`src/rtl/trig_gen_pkg.sv`:
```
package trig_gen_pkg;

  // condition slot order inside a per-source enable group
  localparam int COND_ANY  = 0;
  localparam int COND_RISE = 1;
  localparam int COND_FALL = 2;
  localparam int COND_LOW  = 3;
  localparam int COND_HIGH = 4;
  localparam int NUM_COND  = 5;

  typedef enum logic {
    SRC_LOGIC  = 1'b0,
    SRC_ANALOG = 1'b1
  } trigSrc_t;

  // strobes from control to datapath
  typedef struct packed {
    logic fire;      // qualified trigger this sample
    logic loadHold;  // reload holdoff counter
    logic decHold;   // count holdoff down
    logic clrFlag;   // one-write to status
  } trigStrobes_t;

endpackage

```
`src/rtl/trig_source_cond.sv`:
```
module trig_source_cond
  import trig_gen_pkg::*;
(
  input  logic                cur,
  input  logic                prev,
  input  logic                primed,
  input  logic [NUM_COND-1:0] condEn,
  output logic                hit,
  output logic                met,
  output logic                used
);

  logic [NUM_COND-1:0] condTrue;

  always_comb begin
    condTrue            = '0;
    condTrue[COND_ANY]  = primed & (cur ^ prev);
    condTrue[COND_RISE] = primed & cur & ~prev;
    condTrue[COND_FALL] = primed & ~cur & prev;
    condTrue[COND_LOW]  = ~cur;
    condTrue[COND_HIGH] = cur;
  end

  assign hit  = |(condEn & condTrue);
  assign met  = &(~condEn | condTrue);
  assign used = |condEn;

endmodule

```
`src/rtl/trig_datapath.sv`:
```
module trig_datapath
  import trig_gen_pkg::*;
#(
  parameter int NUM_SRC = 18,
  parameter int HOLD_W  = 32
) (
  input  logic               clk,
  input  logic               rstN,
  input  logic [NUM_SRC-1:0] srcIn,
  input  logic [NUM_SRC-1:0] anyEn,
  input  logic [NUM_SRC-1:0] riseEn,
  input  logic [NUM_SRC-1:0] fallEn,
  input  logic [NUM_SRC-1:0] lowEn,
  input  logic [NUM_SRC-1:0] highEn,
  input  logic               combineAnd,
  input  trigStrobes_t       strobes,
  input  logic [HOLD_W-1:0]  holdoffCount,
  output logic               logicTrig,
  output logic               holdZero,
  output logic               trigPulse,
  output logic               triggered,
  output logic               holdoffActive
);

  logic [NUM_SRC-1:0] prevSrc;
  logic               primed;
  logic [NUM_SRC-1:0] hitVec;
  logic [NUM_SRC-1:0] metVec;
  logic [NUM_SRC-1:0] usedVec;
  logic [HOLD_W-1:0]  holdCnt;
  logic               orTrig;
  logic               andTrig;

  for (genvar i = 0; i < NUM_SRC; i++) begin : g_src
    logic [NUM_COND-1:0] condEn;
    always_comb begin
      condEn            = '0;
      condEn[COND_ANY]  = anyEn[i];
      condEn[COND_RISE] = riseEn[i];
      condEn[COND_FALL] = fallEn[i];
      condEn[COND_LOW]  = lowEn[i];
      condEn[COND_HIGH] = highEn[i];
    end
    trig_source_cond u_cond (
      .cur    (srcIn[i]),
      .prev   (prevSrc[i]),
      .primed (primed),
      .condEn (condEn),
      .hit    (hitVec[i]),
      .met    (metVec[i]),
      .used   (usedVec[i])
    );
  end

  assign orTrig    = |hitVec;
  assign andTrig   = (&metVec) & (|usedVec);
  assign logicTrig = combineAnd ? andTrig : orTrig;

  always_ff @(posedge clk or negedge rstN) begin
    if (!rstN) begin
      prevSrc   <= '0;
      primed    <= 1'b0;
      holdCnt   <= '0;
      trigPulse <= 1'b0;
      triggered <= 1'b0;
    end else begin
      prevSrc   <= srcIn;
      primed    <= 1'b1;
      trigPulse <= strobes.fire;
      triggered <= strobes.fire | (triggered & ~strobes.clrFlag);
      if (strobes.loadHold) begin
        holdCnt <= holdoffCount;
      end else if (strobes.decHold) begin
        holdCnt <= holdCnt - 1'b1;
      end
    end
  end

  assign holdZero      = (holdCnt == '0);
  assign holdoffActive = ~holdZero;

endmodule

```
`src/rtl/trig_ctrl.sv`:
```
module trig_ctrl
  import trig_gen_pkg::*;
(
  input  logic         logicTrig,
  input  logic         analogTrigIn,
  input  logic         sourceSel,
  input  logic         holdZero,
  input  logic         clrWr,
  input  logic         clrData,
  output trigStrobes_t strobes
);

  trigSrc_t srcSel;
  logic     selTrig;

  assign srcSel = trigSrc_t'(sourceSel);

  always_comb begin
    unique case (srcSel)
      SRC_ANALOG: selTrig = analogTrigIn;
      default:    selTrig = logicTrig;
    endcase
  end

  always_comb begin
    strobes          = '0;
    strobes.fire     = selTrig & holdZero;
    strobes.loadHold = selTrig & holdZero;
    strobes.decHold  = ~holdZero;
    strobes.clrFlag  = clrWr & clrData;
  end

endmodule

```
`src/rtl/capture_trigger_gen.sv`:
```
module capture_trigger_gen
  import trig_gen_pkg::*;
#(
  parameter int NUM_DATA = 16,
  parameter int NUM_EXT  = 2,
  parameter int HOLD_W   = 32,
  localparam int NUM_SRC = NUM_DATA + NUM_EXT
) (
  input  logic                clk,
  input  logic                rstN,
  input  logic [NUM_DATA-1:0] dataIn,
  input  logic [NUM_EXT-1:0]  extTrigIn,
  input  logic                analogTrigIn,
  input  logic [NUM_SRC-1:0]  anyEdgeEn,
  input  logic [NUM_SRC-1:0]  riseEdgeEn,
  input  logic [NUM_SRC-1:0]  fallEdgeEn,
  input  logic [NUM_SRC-1:0]  lowLevelEn,
  input  logic [NUM_SRC-1:0]  highLevelEn,
  input  logic                combineAnd,
  input  logic                sourceSel,
  input  logic [HOLD_W-1:0]   holdoffCount,
  input  logic                clrWr,
  input  logic                clrData,
  output logic                trigPulse,
  output logic                triggered,
  output logic                holdoffActive
);

  trigStrobes_t strobes;
  logic         logicTrig;
  logic         holdZero;

  trig_datapath #(
    .NUM_SRC (NUM_SRC),
    .HOLD_W  (HOLD_W)
  ) u_dp (
    .clk           (clk),
    .rstN          (rstN),
    .srcIn         ({extTrigIn, dataIn}),
    .anyEn         (anyEdgeEn),
    .riseEn        (riseEdgeEn),
    .fallEn        (fallEdgeEn),
    .lowEn         (lowLevelEn),
    .highEn        (highLevelEn),
    .combineAnd    (combineAnd),
    .strobes       (strobes),
    .holdoffCount  (holdoffCount),
    .logicTrig     (logicTrig),
    .holdZero      (holdZero),
    .trigPulse     (trigPulse),
    .triggered     (triggered),
    .holdoffActive (holdoffActive)
  );

  trig_ctrl u_ctrl (
    .logicTrig    (logicTrig),
    .analogTrigIn (analogTrigIn),
    .sourceSel    (sourceSel),
    .holdZero     (holdZero),
    .clrWr        (clrWr),
    .clrData      (clrData),
    .strobes      (strobes)
  );

endmodule

```
`config.mk`:
```
export PLATFORM = sky130hd
export DESIGN_NAME = capture_trigger_gen
export DESIGN_NICKNAME = d
export VERILOG_FILES = /design/src/rtl/trig_gen_pkg.sv /design/src/rtl/trig_source_cond.sv /design/src/rtl/trig_datapath.sv /design/src/rtl/trig_ctrl.sv /design/src/rtl/capture_trigger_gen.sv
export SDC_FILE = /design/constraint.sdc
export NUM_CORES = 1
export LEC_CHECK = 0
export ABC_AREA = 0
export BUFFER_PORTS_ARGS = -buffer_cell sky130_fd_sc_hd__buf_2
export CAP_MARGIN = 10
export CORE_MARGIN = 2
export CORE_UTILIZATION = 50
export DETAILED_ROUTE_END_ITERATION = 10
export HOLD_SLACK_MARGIN = 0.06
export PLACE_DENSITY_LB_ADDON = 0.08
export REMOVE_ABC_BUFFERS = 1
export SETUP_SLACK_MARGIN = 0.3
export SKIP_CTS_REPAIR_TIMING = 1
export SYNTH_ARGS = -nofsm -noshare
export SYNTH_HDL_FRONTEND = slang
export SYNTH_SLANG_ARGS = --single-unit
```
`constraint.sdc`:
```
create_clock -name clk -period 6.46 [get_ports clk]
set_input_delay 1.292 -clock clk [delete_from_list [all_inputs] [get_ports clk]]
set_output_delay 1.292 -clock clk [all_outputs]
set_load 0.005 [all_outputs]
```
; ---- After elaboration in Yosys (flattened, before gate mapping)
; Index checks and enable logic that the tools add are counted.
[op_classes]
add_sub_neg = 1
n_eq_ne = 1
mux = 4
bitwise = 205
n_reduce_logical = 4
[op_table]
columns = cell, n
row1 = 90-bit OR reduction, 2
row2 = 1-bit bitwise AND, 94
row3 = 5-bit bitwise AND, 18
row4 = 5-bit NOT, 18
row5 = 5-bit OR, 18
row6 = 90-bit AND reduction, 1
row7 = 32-bit 2-to-1 mux, 2
row8 = 1-bit NOT, 38
row9 = 32-bit zero test, 1
row10 = 32-bit by 1-bit subtractor with 32-bit output (second input constant), 1
row11 = 1-bit XOR, 18
row12 = 1-bit 2-to-1 mux, 2
row13 = 2-bit inequality test (second input constant), 1
row14 = 1-bit OR, 1
[word_totals]
regBits = 53
input_bits = 147
out_inout_bits = 3
wordCells = 220

; ---- Longest topological paths before layout
[logic_depth]
ltp_word = 10
mapped_depth = 11
ltp_nobuf = 10

; ---- Modules after synthesis
; A second synthesis with hierarchy kept.
[unflattened]
hier_cells = 557
hier_area_um2 = 4590.7
[by_module_without_submodules]
columns = mod, instances, cells_per_inst, area_each_um2, seq_area_each_um2
row1 = trig_datapath, 1, 246, 2509.9, 1326.3
row2 = trig_source_cond, 18, 17, 113.9, 0.0
row3 = trig_ctrl, 1, 5, 31.3, 0.0

; ---- Worst setup path after synthesis
; No wires, ideal clock.
[synth_timing]
path_kind = reg-to-output
start = reg u_dp.holdCnt[0]
end = out holdoffActive
arrival_time_ps = 2314
required_ps = 5168
path_slack_ps = 2854
stages_incl_launch_ff = 10
n_path_buf = 2
cell_sequence = dfrtp_1 > inv_1 > ha_1 > or4b_4 > nor4_2 > nand3b_1 > nor2_1 > inv_1 > buf_2 > buf_1
[synth_via]
elab_chain_len = 2
[synth_rtl]
columns = item, line
row1 = start: declaration, trig_datapath.sv:30  ; logic [HOLD_W-1:0] holdCnt;
row2 = start signal: assignment, trig_datapath.sv:72  ; holdCnt <= holdoffCount;
row3 = start signal: assignment, trig_datapath.sv:74  ; holdCnt <= holdCnt - 1'b1;
row4 = 32-bit zero test, trig_datapath.sv:79  ; assign holdZero = (holdCnt == '0);
row5 = 1-bit NOT, n/a
row6 = end: declaration, capture_trigger_gen.sv:26  ; output logic holdoffActive
; Every way passes these cells.

; ---- Final worst setup path
; Same ends and word-level chain as after synthesis.

==> reports/metrics.cfg <==
[timing]
setup_tns_ns=0
fmax_mhz=223
hold_ws_ns=0.479
setup_violations=0
rsz0062_at_grt=no
slew_headroom=0.439
worst_pin_slew_ns=0.834
finalHoldViolCount=0
period_needed_ns=4.49
slew_viol_final=0
post-route-period-util=0.694
fin_worst_skew_ns=0.00680

[setup_path]
arrival_ns=3.19
worstSetupPathType=reg2out
cp-endpoint=holdoffActive
r2r_end=u_dp.holdCnt[8]
ff2ff_path_depth=10
end_kind=primary output
crit_path_max_fanout=21
start_kind=register
crit_start=u_dp.holdCnt[0]
crit-reg2reg-launch=u_dp.holdCnt[0]
rrSetupSlack_ns=3.04
required_ns=5.17

[synth]
ys.flop_type=dfrtp_1
netlist_area_um2=4310
synth_edf_count=0
synth.distinct_cells=62
netlist_instances=503
synth_seq_cells=53
async_flop_share=1.00
ys_seq_area_frac=0.308
synth_area_per_cell_um2=8.56
synth_warnings=0

[clock_tree]
root_buffer=clkbuf_8
clkTransAtPathRegs_ns=0.11
cts.sinks=53
clk_latency_ns=0.32
cts_buffers=5
htreeDepth=2
cts_tree=yes
cts_max_path_buffers=2

[final_layout]
drive_gt1_frac=0.275
num-fill-cells=743
syn_to_final_growth_pct=20.8
diodes=0
fin_nets=784

[placement]
dp_hpwl_um=12600
gp_congestion=1.02
numPortBuffers=149

[pwr]
leakagePower_nw=2.53
power.density_nw_per_um2=209
design_power_total_mw=1.08
ir_drop_mv=0.174

[min_path]
hold_start=u_dp.holdCnt[12]
hold_path_class=reg2reg

[routing]
route.detailed.wl_per_inst_um=20.9
remaining_drc_errors=0
ant_nets=0
first_pass_iters=5
drtIter0Drc=469
vias_per_cell=6.24
vias=4630
routed_wl_um=15500

[floorplanning]
dieHeight_um=96.8
dieWidth_um=96.8
rows=33
start_util=0.519
ioPinCount=150
core_area_um2=8300
die-area_um2=9370

[global_route]
grtUsageTotal=0.329
gr-total-overflow=0
grt_pass1_wl_um=24300
grt_max_degree=54
antenna_found_initial=0
grt_pass1_vias=4403

[outcome]
outcome=finished, final reports clean

[flow_run]
maxCapViolCount=0

-- layout by cell type (no fill, tap or decap), types with 3 or more instances in the layout --
master	Yosys	layout
buf_2	11	149
dfrtp_1	53	53
inv_1	34	34
xor2_1	33	33
mux2i_1	31	31
o21ai_0	30	30
nor4_1	28	28
nor2_1	28	28
nand2_1	23	23
nand3b_1	20	20
nand4_1	20	20
nor3_1	18	18
nor3b_1	12	12
a21o_1	12	12
nand2b_1	11	11
nand4b_1	10	10
a22o_1	10	10
a21oi_1	9	9
a22oi_1	8	8
xnor2_1	7	7
nor2b_1	6	6
nand3_1	6	6
clkbuf_8	0	5
or4_1	4	4
or3_1	4	4
o22ai_1	4	4
o2111ai_1	3	3
nor3_2	3	3
or2_2	3	3
o2bb2ai_1	3	3
a2111oi_0	3	3
a31oi_1	3	3
buf_4	2	3
-- final cells by class --
| type | instances | area (um2) | area share |
|---|---|---|---|
| clock buffers | 5 | 68.8 | 0.0132 |
| inverters | 34 | 128 | 0.0245 |
| clock inverters | 3 | 47.5 | 0.00914 |
| repair buffers | 152 | 768 | 0.148 |
| flip-flops and latches | 53 | 1330 | 0.255 |
| multi-input cells | 390 | 2730 | 0.525 |
| well taps | 105 | 131 | 0.0252 |
-- critical path, cell delays in order (launching register included) --
cell and delay, ns:
dfrtp_1 0.43, inv_1 0.09, ha_1 0.18, or4b_4 0.51, nor4_2 0.47, nand3b_1 0.25, nor2_1 0.15, buf_4 0.21
inv_1 0.33, buf_2 0.25
-- routing by layer --
metal	up-vias	GRT usage	part of all wire
li1	2152	-	-
met1	2188	0.493	0.45
met2	270	0.485	0.43
met3	20	0.0766	0.11
met4	0	0.0672	0.013
met5	-	0	0
-- synth_stat cells, drive strengths merged (3+ instances only) --
master	count	area, um2
a2111oi	3	26.3
a21o	12	90.1
a21oi	9	45.0
a22o	10	87.6
a22oi	8	60.1
a31oi	3	18.8
buf	15	77.6
clkbuf	11	41.3
dfrtp	53	1330
inv	34	128
mux2i	31	310
nand2	23	86.3
nand2b	11	68.8
nand3	6	30.0
nand3b	20	150
nand4	20	125
nand4b	10	87.6
nor2	28	105
nor2b	6	37.5
nor3	21	120
nor3b	12	90.1
nor4	30	200
o2111ai	3	26.3
o21ai	31	155
o22ai	5	45.0
o2bb2ai	3	26.3
or2	3	18.8
or3	6	47.5
or4	5	41.3
xnor2	7	61.3
xor2	33	289
-- how the worst min path moves through the flow --
stage / to / slack, ns / cells past startpoint
after floorplan: u_dp.holdCnt[12] / 0.43 / 1
after global placement: u_dp.holdCnt[12] / 0.45 / 1
after detailed placement: u_dp.holdCnt[12] / 0.47 / 1
after CTS: u_dp.holdCnt[12] / 0.48 / 1
after global routing: u_dp.holdCnt[12] / 0.50 / 1
final: u_dp.holdCnt[12] / 0.48 / 1
-- where the power goes --
part | switching, mW | internal (mW) | leakage, nW
logic | 0.190 | 0.166 | 1.81
registers | 0.0798 | 0.402 | 0.659
clock network | 0.129 | 0.119 | 0.0591
total | 0.399 | 0.686 | 2.53
-- cell families after synthesis --
logic type,Yosys count,synth area share
compound gates,110,0.183
buf+inv,60,0.0572
other cells,1,0.000871
fa+ha+maj,1,0.00290
simple gates,205,0.290
xor+xnor,40,0.0813
mux,33,0.0773
flops,53,0.308
-- registers in the layout (all words and copies together), names as in the netlist --
signal and cells:
u_dp.prevSrc 18, u_dp.trigPulse 1, u_dp.primed 1, u_dp.holdCnt 32, u_dp.triggered 1
-- stage by stage --
| stage | utilization | std cells | area, um2 | setup WS [ns] |
|---|---|---|---|---|
| floorplan | - | 477 | 4190 | 2.60 |
| global placement | 0.613 | 734 | 5090 | 2.38 |
| detailed placement | 0.613 | 734 | 5090 | 2.31 |
| CTS | 0.627 | 742 | 5200 | 2.01 |
| global route | 0.627 | 742 | 5200 | 1.77 |
| finish | 0.627 | 742 | 5200 | 1.97 |
Note: power is estimated with default switching activity, not from simulation.
